`config.mk`:
```
export PLATFORM = sky130hd
export DESIGN_NAME = pkt_ready_tracker
export DESIGN_NICKNAME = d
export VERILOG_FILES = /design/src/rtl/pkt_ready_pkg.sv /design/src/rtl/pkt_wr_framer.sv /design/src/rtl/pkt_cnt_cell.sv /design/src/rtl/pkt_ready_tracker.sv
export SDC_FILE = /design/constraint.sdc
export NUM_CORES = 1
export LEC_CHECK = 0
export BUFFER_PORTS_ARGS = -buffer_cell sky130_fd_sc_hd__buf_4
export CAP_MARGIN = 20
export CORE_UTILIZATION = 60
export CTS_BUF_LIST = sky130_fd_sc_hd__clkbuf_8
export DETAILED_ROUTE_END_ITERATION = 8
export PLACE_DENSITY_LB_ADDON = 0.3
export SYNTH_ARGS = -nofsm -noshare
export SYNTH_HDL_FRONTEND = slang
export SYNTH_SLANG_ARGS = --single-unit
```
`constraint.sdc`:
```
create_clock -name clk -period 3.6 [get_ports clk]
set_clock_uncertainty 0.1 [all_clocks]
set_input_delay 0.72 -clock clk [delete_from_list [all_inputs] [get_ports clk]]
set_output_delay 0.72 -clock clk [all_outputs]
set_load 0.05 [all_outputs]
```
`src/rtl/pkt_ready_pkg.sv`:
```
package pkt_ready_pkg;
    typedef enum logic {MD_PLAIN, MD_PACKET} mode_e;
    typedef enum logic {FR_IDLE, FR_OPEN} frame_e;
endpackage

```
`src/rtl/pkt_wr_framer.sv`:
```
module pkt_wr_framer
    import pkt_ready_pkg::*;
#(
    parameter int QW = 5
) (
    input  logic          clk,
    input  logic          rst_n,
    input  logic          enable,
    input  logic          wr_en,
    input  logic [QW-1:0] wr_q,
    input  logic          wr_sop,
    input  logic          wr_eop,
    output logic          done,
    output logic [QW-1:0] done_q,
    output logic          orphan,
    output logic          switch_err
);
    frame_e        state, state_nxt;
    logic [QW-1:0] open_q, open_q_nxt;

    // state register
    always_ff @(posedge clk) begin
        if (!rst_n) begin
            state  <= FR_IDLE;
            open_q <= '0;
        end else begin
            state  <= state_nxt;
            open_q <= open_q_nxt;
        end
    end

    // transitions and outputs
    always_comb begin
        state_nxt  = state;
        open_q_nxt = open_q;
        done       = 1'b0;
        orphan     = 1'b0;
        switch_err = 1'b0;
        done_q     = wr_q;
        unique case (state)
            FR_IDLE: begin
                if (enable && wr_en) begin
                    if (wr_sop && wr_eop) begin
                        done = 1'b1;                 // single
                    end else if (wr_sop) begin
                        state_nxt  = FR_OPEN;        // open
                        open_q_nxt = wr_q;
                    end else if (wr_eop) begin
                        orphan = 1'b1;               // orphan
                    end
                end
            end
            FR_OPEN: begin
                if (enable && wr_en) begin
                    if (wr_q != open_q) begin
                        switch_err = 1'b1;           // abandon
                        state_nxt  = FR_IDLE;
                    end else if (wr_eop) begin
                        done      = 1'b1;            // close
                        state_nxt = FR_IDLE;
                    end
                end
            end
            default: state_nxt = FR_IDLE;
        endcase
    end
endmodule

```
`src/rtl/pkt_cnt_cell.sv`:
```
module pkt_cnt_cell #(
    parameter int CNT_W = 4
) (
    input  logic clk,
    input  logic rst_n,
    input  logic inc,
    input  logic dec,
    output logic nonzero,
    output logic sat_hit
);
    localparam logic [CNT_W-1:0] CNT_MAX = {CNT_W{1'b1}};

    logic [CNT_W-1:0] cnt;
    logic             dec_ok;
    logic             full;

    assign full    = (cnt == CNT_MAX);
    assign nonzero = (cnt != '0);
    assign dec_ok  = dec && nonzero;
    assign sat_hit = inc && !dec_ok && full;

    always_ff @(posedge clk) begin
        if (!rst_n) begin
            cnt <= '0;
        end else begin
            unique case ({inc, dec_ok})
                2'b10:   if (!full) cnt <= cnt + 1'b1;
                2'b01:   cnt <= cnt - 1'b1;
                default: cnt <= cnt;
            endcase
        end
    end
endmodule

```
`src/rtl/pkt_ready_tracker.sv`:
```
module pkt_ready_tracker
    import pkt_ready_pkg::*;
#(
    parameter int NUM_Q = 32,
    parameter int CNT_W = 4,
    localparam int QW   = $clog2(NUM_Q)
) (
    input  logic             clk,
    input  logic             rst_n,
    input  logic             mode_strap,
    input  logic             in_w36,
    input  logic             out_w36,
    input  logic             wr_en,
    input  logic [QW-1:0]    wr_q,
    input  logic             wr_sop,
    input  logic             wr_eop,
    input  logic             rd_en,
    input  logic [QW-1:0]    rd_q,
    input  logic             rd_eop,
    output logic             pr_n,
    output logic [NUM_Q-1:0] ready_n_vec,
    output logic             err_switch,
    output logic             err_orphan,
    output logic             ovf
);
    mode_e            mode;
    logic             pkt_mode;
    logic             fr_done, fr_orphan, fr_switch;
    logic [QW-1:0]    fr_q;
    logic [NUM_Q-1:0] q_nz, q_sat;

    // mode register: latch on every clock while reset is low
    always_ff @(posedge clk) begin
        if (!rst_n)
            mode <= (mode_strap && in_w36 && out_w36) ? MD_PACKET : MD_PLAIN;
    end

    assign pkt_mode = (mode == MD_PACKET);

    pkt_wr_framer #(.QW(QW)) u_framer (
        .clk        (clk),
        .rst_n      (rst_n),
        .enable     (pkt_mode),
        .wr_en      (wr_en),
        .wr_q       (wr_q),
        .wr_sop     (wr_sop),
        .wr_eop     (wr_eop),
        .done       (fr_done),
        .done_q     (fr_q),
        .orphan     (fr_orphan),
        .switch_err (fr_switch)
    );

    for (genvar i = 0; i < NUM_Q; i++) begin : g_q
        pkt_cnt_cell #(.CNT_W(CNT_W)) u_cell (
            .clk     (clk),
            .rst_n   (rst_n),
            .inc     (fr_done && (fr_q == QW'(i))),
            .dec     (pkt_mode && rd_en && rd_eop && (rd_q == QW'(i))),
            .nonzero (q_nz[i]),
            .sat_hit (q_sat[i])
        );
        assign ready_n_vec[i] = !(pkt_mode && q_nz[i]);
    end

    // output register process
    always_ff @(posedge clk) begin
        if (!rst_n) begin
            pr_n       <= 1'b1;
            err_switch <= 1'b0;
            err_orphan <= 1'b0;
            ovf        <= 1'b0;
        end else begin
            pr_n       <= ready_n_vec[rd_q];
            err_switch <= fr_switch;
            err_orphan <= fr_orphan;
            ovf        <= |q_sat;
        end
    end
endmodule

```
==> results of run 1 <==
-- kinds of logic after synthesis --
family	count (synthesis)	share of synthesized area, %
compound gates	220	16.5
xor+xnor	87	8.36
fa+ha+maj	32	4.39
buf+inv	76	3.30
flops	139	30.6
mux	40	5.11
simple gates	563	31.7
-- how the worst max path moves through the flow --
stage,startpoint,end,slack (ns)
final,mode,g_q[10].u_cell.cnt[2],0.25
after global routing,mode,g_q[10].u_cell.cnt[2],0.06
after CTS,mode,g_q[10].u_cell.cnt[2],0.34
after global placement,rd_q[2],ovf,0.23
after floorplan,g_q[2].u_cell.cnt[1],pr_n,0.33
after detailed placement,wr_q[0],g_q[10].u_cell.cnt[2],0.18
-- per-stage QoR --
step,hold WS (ns),std cells
2_1_floorplan,0.350,1157
3_3_place_gp,0.362,1379
3_5_place_dp,0.368,1379
4_1_cts,0.378,1411
5_1_grt,0.391,1411
6_report,0.381,1411
-- sequential cells by signal, summed over array words and instances, names as in the netlist --
register         flops
err_orphan           1
mode                 1
g_q.u_cell.cnt     128
err_switch           1
pr_n                 1
u_framer.open_q      5
u_framer.state       1
ovf                  1
-- cell type report --
type / instances / area [sq um]
multi-input cells: 942 / 6030
fillers: 1186 / 4370
flip-flops and latches: 139 / 2790
repair buffers: 106 / 808
clock buffers: 17 / 234
well taps: 184 / 230
clock inverters: 15 / 201
inverters: 8 / 31.3
-- power groups by stage --
stage	Sequential (mW)	Clock (mW)	Combinational [mW]
detailed placement	1.58	0	0.206
global placement	1.58	0	0.202
global route	1.55	1.48	0.226
CTS	1.55	1.42	0.206
floorplan	1.58	0	0.128
finish	1.55	1.40	0.213
-- metal layers --
| layer | global-route usage [%] | part of all wire (%) |
|---|---|---|
| met1 | 42.6 | 42 |
| met2 | 52.2 | 45 |
| met3 | 7.74 | 9.0 |
| met4 | 15.5 | 4.4 |
| met5 | 0 | 0 |
-- cell usage in the layout (no fill, tap or decap), drive strengths merged, types with 6 or more instances in the layout --
cell and count:
a2111oi 7, a211oi 6, a21o 6, a21oi 54, a31oi 17, a41oi 9, and3 18, and4 10
buf 106, clkbuf 17, clkinv 8, dfxtp 138, ha 32, inv 10, mux2i 33, nand2 99
nand2b 24, nand3 55, nand3b 10, nand4 39, nor2 149, nor2b 6, nor3 52, nor4 54
o21ai 37, o31ai 24, o41ai 13, or3 11, or4 12, xnor2 56, xor2 31
-- critical path: stages (launching register included) --
cell and delay [ns]:
edfxtp_1 0.59, nand3_1 0.29, nor4_1 0.48, a21oi_2 0.17, buf_4 0.24, o21ai_0 0.55, xnor2_1 0.15, ha_1 0.22
o31ai_1 0.30, nand3b_1 0.12, o21ai_0 0.09
==> flow_metrics.tcl, run 1 <==
set metrics [dict create \
    status "complete, no violations" \
    pwr-share-seq_pct 49.0 \
    antennaDiodeCount 0 \
    start_util_pct 62.0 \
    syn_to_final_growth_pct 13.3 \
    core_area_sq_um 14700 \
    die_w_um 125 \
    cts.path.max_buffers 2 \
    worstReg2RegStart "mode" \
    grtUsageTotal_pct 33.0 \
    rows 44 \
    drt_wl_total_mm 26.1 \
    ys_ff_latch 139 \
    die_h_um 125 \
    clockPowerShare_pct 44.2 \
    yosysSeqAreaShare_pct 30.6 \
    ff2ff_setup_slack_ns 0.25 \
    cts-buffers-inserted 17 \
    cellPowerDensity_nw_per_um2 306 \
    drc 0 \
    slew_headroom_pct 35.3 \
    slew_violations 0 \
    cts-root-buf "clkbuf_8" \
    final_cell_area_sq_um 10300 \
    crit_fanout 19 \
    ys_top_cells_by_area "dfxtp_1, nor2_1, xnor2_1" \
    overflow 0 \
    rsz0062_at_grt "false" \
    internal_power_mw 2.36 \
    place_area_sq_um 9890 \
    place_congestion 1.02 \
    cap_violations 0 \
    async_reset_ff_share_pct 0 \
    port_buffers 55 \
    worstPathArrival_ns 3.64 \
    pre_cts_slack_ns 0.180 \
    grt_pass1_vias 8336 \
    power_switching_uw 797 \
    synth-edff-count 1 \
    hold_path.class "reg -> reg" \
    yosys.area.top_type_share_pct 30.3 \
    fin_nets 1266 \
    worst_hold_path.num_cells 2 \
    clk_pin_slew_ns 0.08 \
    die_area_sq_um 15700 \
    swShare_pct 25.2 \
    synth_area_sq_um 9110 \
    critPathLaunchType "flop" \
    power.total_mw 3.16 \
    h-tree-depth 4 \
    vias_per_cell 6.63 \
    min_to "g_q[27].u_cell.cnt[3]" \
    hpwl_mm 19.0 \
    synth.distinct_cells 74 \
    fmax_mhz 298 \
    yosys-top-cells-count "nor2_1, dfxtp_1, nand2_1, xnor2_1" \
    p_leak_nw 3.91 \
    ant_nets 0 \
    setup-violations-final 0 \
    first_iter_violations 974 \
    holdBufCountCts 0 \
    cts_tree "done" \
    synthFlopType "dfxtp_1" \
    synth_most_common_cell "nor2_1" \
    worst_slack_ns 0.249 \
    critPathCaptureType "flop" \
    grt_start_max_net_pins 120 \
    drive_gt1_share_pct 13.5 \
    r2r_end "g_q[10].u_cell.cnt[2]" \
    hold_viol 0 \
    cp_data_required_time_ns 3.89 \
    fin_util_pct 70.2 \
    comb_power_share_pct 6.8 \
    timing_worst_slew_pin_value_ns 0.962 \
    cts_resized 0 \
    synth_fp_nets 1209 \
    setup_tns_ns 0 \
    min_from "g_q[27].u_cell.cnt[3]" \
    avgRoutedWirePerCell_um 18.5 \
    r2r_cells 10 \
    first_pass_iters 8 \
    grt_pass1_wl_mm 41.4 \
    yosysTopAreaCell "dfxtp_1" \
    crit_type "reg -> reg" \
    vias 9355 \
    syn-mean-instance-area_sq_um 7.88 \
    yosys_warnings 0 \
    post-cts-setup-buffers 0 \
    io_pins 56 \
    layout_min_cycle_time_ns 3.35 \
    clock_latency_ns 0.46 \
    synthCells 1157 \
    ir_worst_vdd_uv 338 \
    grt_antenna_before_repair 0 \
    period_share_pct 93.1 \
    cts.sinks 139 \
]
(Power assumes the default switching activity.)
==> inputs of run 2 (changes only) <==
- ABC_AREA: default -> 1
- PLACE_DENSITY_LB_ADDON: 0.3 -> 0.05
- TNS_END_PERCENT: default -> 1
==> flow_metrics.tcl, run 2 <==
set metrics [dict create \
    met3_usage_pct 5.65 \
    synthCells 1856 \
    first_iter_violations 906 \
    pre_cts_slack_ns 0.298 \
    ir_worst_vdd_uv 216 \
    critPathCaptureType "output port" \
    syn_to_final_growth_pct 9.76 \
    fin_nets 1965 \
    grt_pass1_vias 10800 \
    clk_pin_slew_ns 0.08 \
    start_util_pct 61.8 \
    status "finished with violations" \
    post-cts-setup-buffers 0 \
    swShare_pct 26.1 \
    vias_per_cell 5.51 \
    grt_antenna_before_repair 0 \
    cts-buffers-inserted 17 \
    pwr-share-seq_pct 48.6 \
    ant_nets 0 \
    worst_slack_ns 0.418 \
    drive_gt1_share_pct 10.4 \
    synth_area_sq_um 11200 \
    hold_path.class "reg -> reg" \
    critPathCapture "ready_n_vec[3]" \
    port_buffers 55 \
    avgRoutedWirePerCell_um 14.2 \
    synth_fp_nets 1908 \
    yosysTopAreaCell "dfxtp_1" \
    yosys-top-cells-count "nand2_1, inv_1, nor2_1, dfxtp_1, nand3_1" \
    cellPowerDensity_nw_per_um2 260 \
    cts.path.max_buffers 2 \
    setup_tns_ns 0 \
    slew_headroom_pct 38.0 \
    internal_power_mw 2.36 \
    worstReg2RegStart "mode" \
    grtUsageMet1_pct 41.8 \
    worstPathArrival_ns 2.36 \
    clockPowerShare_pct 44.2 \
    critPathLaunchType "flop" \
    rsz0062_at_grt "false" \
    synthFlopType "dfxtp_1" \
    timing_worst_slew_pin_value_ns 0.929 \
    yosys_warnings 0 \
    slew_violations 0 \
    cts-root-buf "clkbuf_8" \
    rows 49 \
    crit_type "reg -> out" \
    die_area_sq_um 19200 \
    synth.distinct_cells 47 \
    layout_commonest_cell "nand2_1" \
    cts.sinks 139 \
    top_register "g_q.u_cell.cnt" \
    vias 11900 \
    crit_fanout 21 \
    busiest_layer "met2" \
    first_pass_iters 9 \
    cap_violations 0 \
    drc 12 \
    grtUsageTotal_pct 32.9 \
    ys_ff_latch 139 \
    power_switching_uw 834 \
    met2_usage_pct 55.8 \
    grt_pass1_wl_mm 51.1 \
    async_reset_ff_share_pct 0 \
    io_pins 56 \
    fmax_mhz 314 \
    grt_start_max_net_pins 89 \
    hold_viol 0 \
    h-tree-depth 4 \
    comb_power_share_pct 7.2 \
    ff2ff_setup_slack_ns 0.62 \
    r2r_end "g_q[20].u_cell.cnt[2]" \
    die_w_um 138 \
    cts_resized 0 \
    clock_latency_ns 0.47 \
    power.total_mw 3.19 \
    hpwl_mm 22.9 \
    period_share_pct 88.4 \
    die_h_um 138 \
    syn-mean-instance-area_sq_um 6.02 \
    startpoint "mode" \
    antennaDiodeCount 0 \
    r2r_cells 16 \
    holdBufCountCts 0 \
    synth_most_common_cell "nand2_1" \
    final_cell_mix "nand2_1, inv_1, nor2_1, dfxtp_1, nand3_1" \
    ys_top_cells_by_area "dfxtp_1, nand2_1, inv_1" \
    synth-edff-count 1 \
    overflow 0 \
    core_area_sq_um 18100 \
    yosysSeqAreaShare_pct 25.0 \
    cp_data_required_time_ns 2.78 \
    yosys.area.top_type_share_pct 24.7 \
    reg_top3 "g_q.u_cell.cnt: 128 flops, u_framer.open_q: 5 flops" \
    setup-violations-final 0 \
    layout_min_cycle_time_ns 3.18 \
    p_leak_nw 5.80 \
    largest_reg_flops 128 \
    place_congestion 1.00 \
    violations "DRC" \
    cts_tree "done" \
    drt_wl_total_mm 30.7 \
]
## run 2: changes by cell type after synthesis, sizes merged, moves of 33 or more
cell / delta
mux2i: -33
xnor2: -52
o21ai: +73
a21oi: +46
inv: +343
nand3: +73
nand2: +401
## run 2: area by class of cell
cell class                      instances  area, sq um
Multi-Input combinational cell       1330         6900
Timing Repair Buffer                   70          526
Fill cell                            1680         5830
Tap cell                              229          287
Clock buffer                           21          289
Clock inverter                         10          139
Sequential cell                       139         2790
Inverter                              355         1330
## run 2: kinds of logic after synthesis
group	count (synthesis)	share of synthesized area (%)
simple gates	962	38.3
fa+ha+maj	32	3.58
flops	139	25.0
xor+xnor	56	4.39
buf+inv	387	13.3
compound gates	280	15.4
## run 2: power by group through the flow
stage | Sequential, mW | Combinational (mW) | Clock, mW
finish | 1.55 | 0.229 | 1.41
detailed placement | 1.59 | 0.221 | 0
CTS | 1.55 | 0.222 | 1.43
global route | 1.55 | 0.244 | 1.49
floorplan | 1.59 | 0.130 | 0
global placement | 1.59 | 0.219 | 0
## run 2: worst min-delay path by stage
| stage | from | endpoint | slack, ns | cells after the start |
|---|---|---|---|---|
| 6_report | g_q[16].u_cell.cnt[0] | g_q[16].u_cell.cnt[0] | 0.40 | 1 |
| 5_1_grt | g_q[20].u_cell.cnt[2] | g_q[20].u_cell.cnt[2] | 0.42 | 1 |
| 4_1_cts | g_q[20].u_cell.cnt[2] | g_q[20].u_cell.cnt[2] | 0.39 | 1 |
| 3_5_place_dp | g_q[21].u_cell.cnt[0] | g_q[21].u_cell.cnt[0] | 0.37 | 1 |
| 3_3_place_gp | g_q[20].u_cell.cnt[2] | g_q[20].u_cell.cnt[2] | 0.36 | 1 |
| 2_1_floorplan | g_q[20].u_cell.cnt[2] | g_q[20].u_cell.cnt[2] | 0.35 | 1 |
## run 2: worst max-delay path, stage by stage (launching register included)
cell	delay, ns
edfxtp_1	0.53
buf_4	0.37
inv_1	0.31
nor2_1	0.40
inv_1	0.08
buf_4	0.20
## run 2: layer usage
layer | part of all wire [%] | wire length, um | vias up
met1 | 44 | 13500 | 5359
met4 | 2.2 | 682 | 0
met2 | 46 | 14100 | 392
li1 | - | - | 6070
met5 | 0 | 0 | -
met3 | 7.9 | 2440 | 45
## run 2: through the flow
step / util, % / hold WS (ns) / area, sq um / cells
after global routing: 67.8 / 0.417 / 12300 / 2154
after floorplan: - / 0.346 / 11200 / 1856
after global placement: 65.4 / 0.361 / 11800 / 2123
final: 67.8 / 0.395 / 12300 / 2154
after CTS: 67.8 / 0.391 / 12300 / 2154
after detailed placement: 65.4 / 0.372 / 11800 / 2123
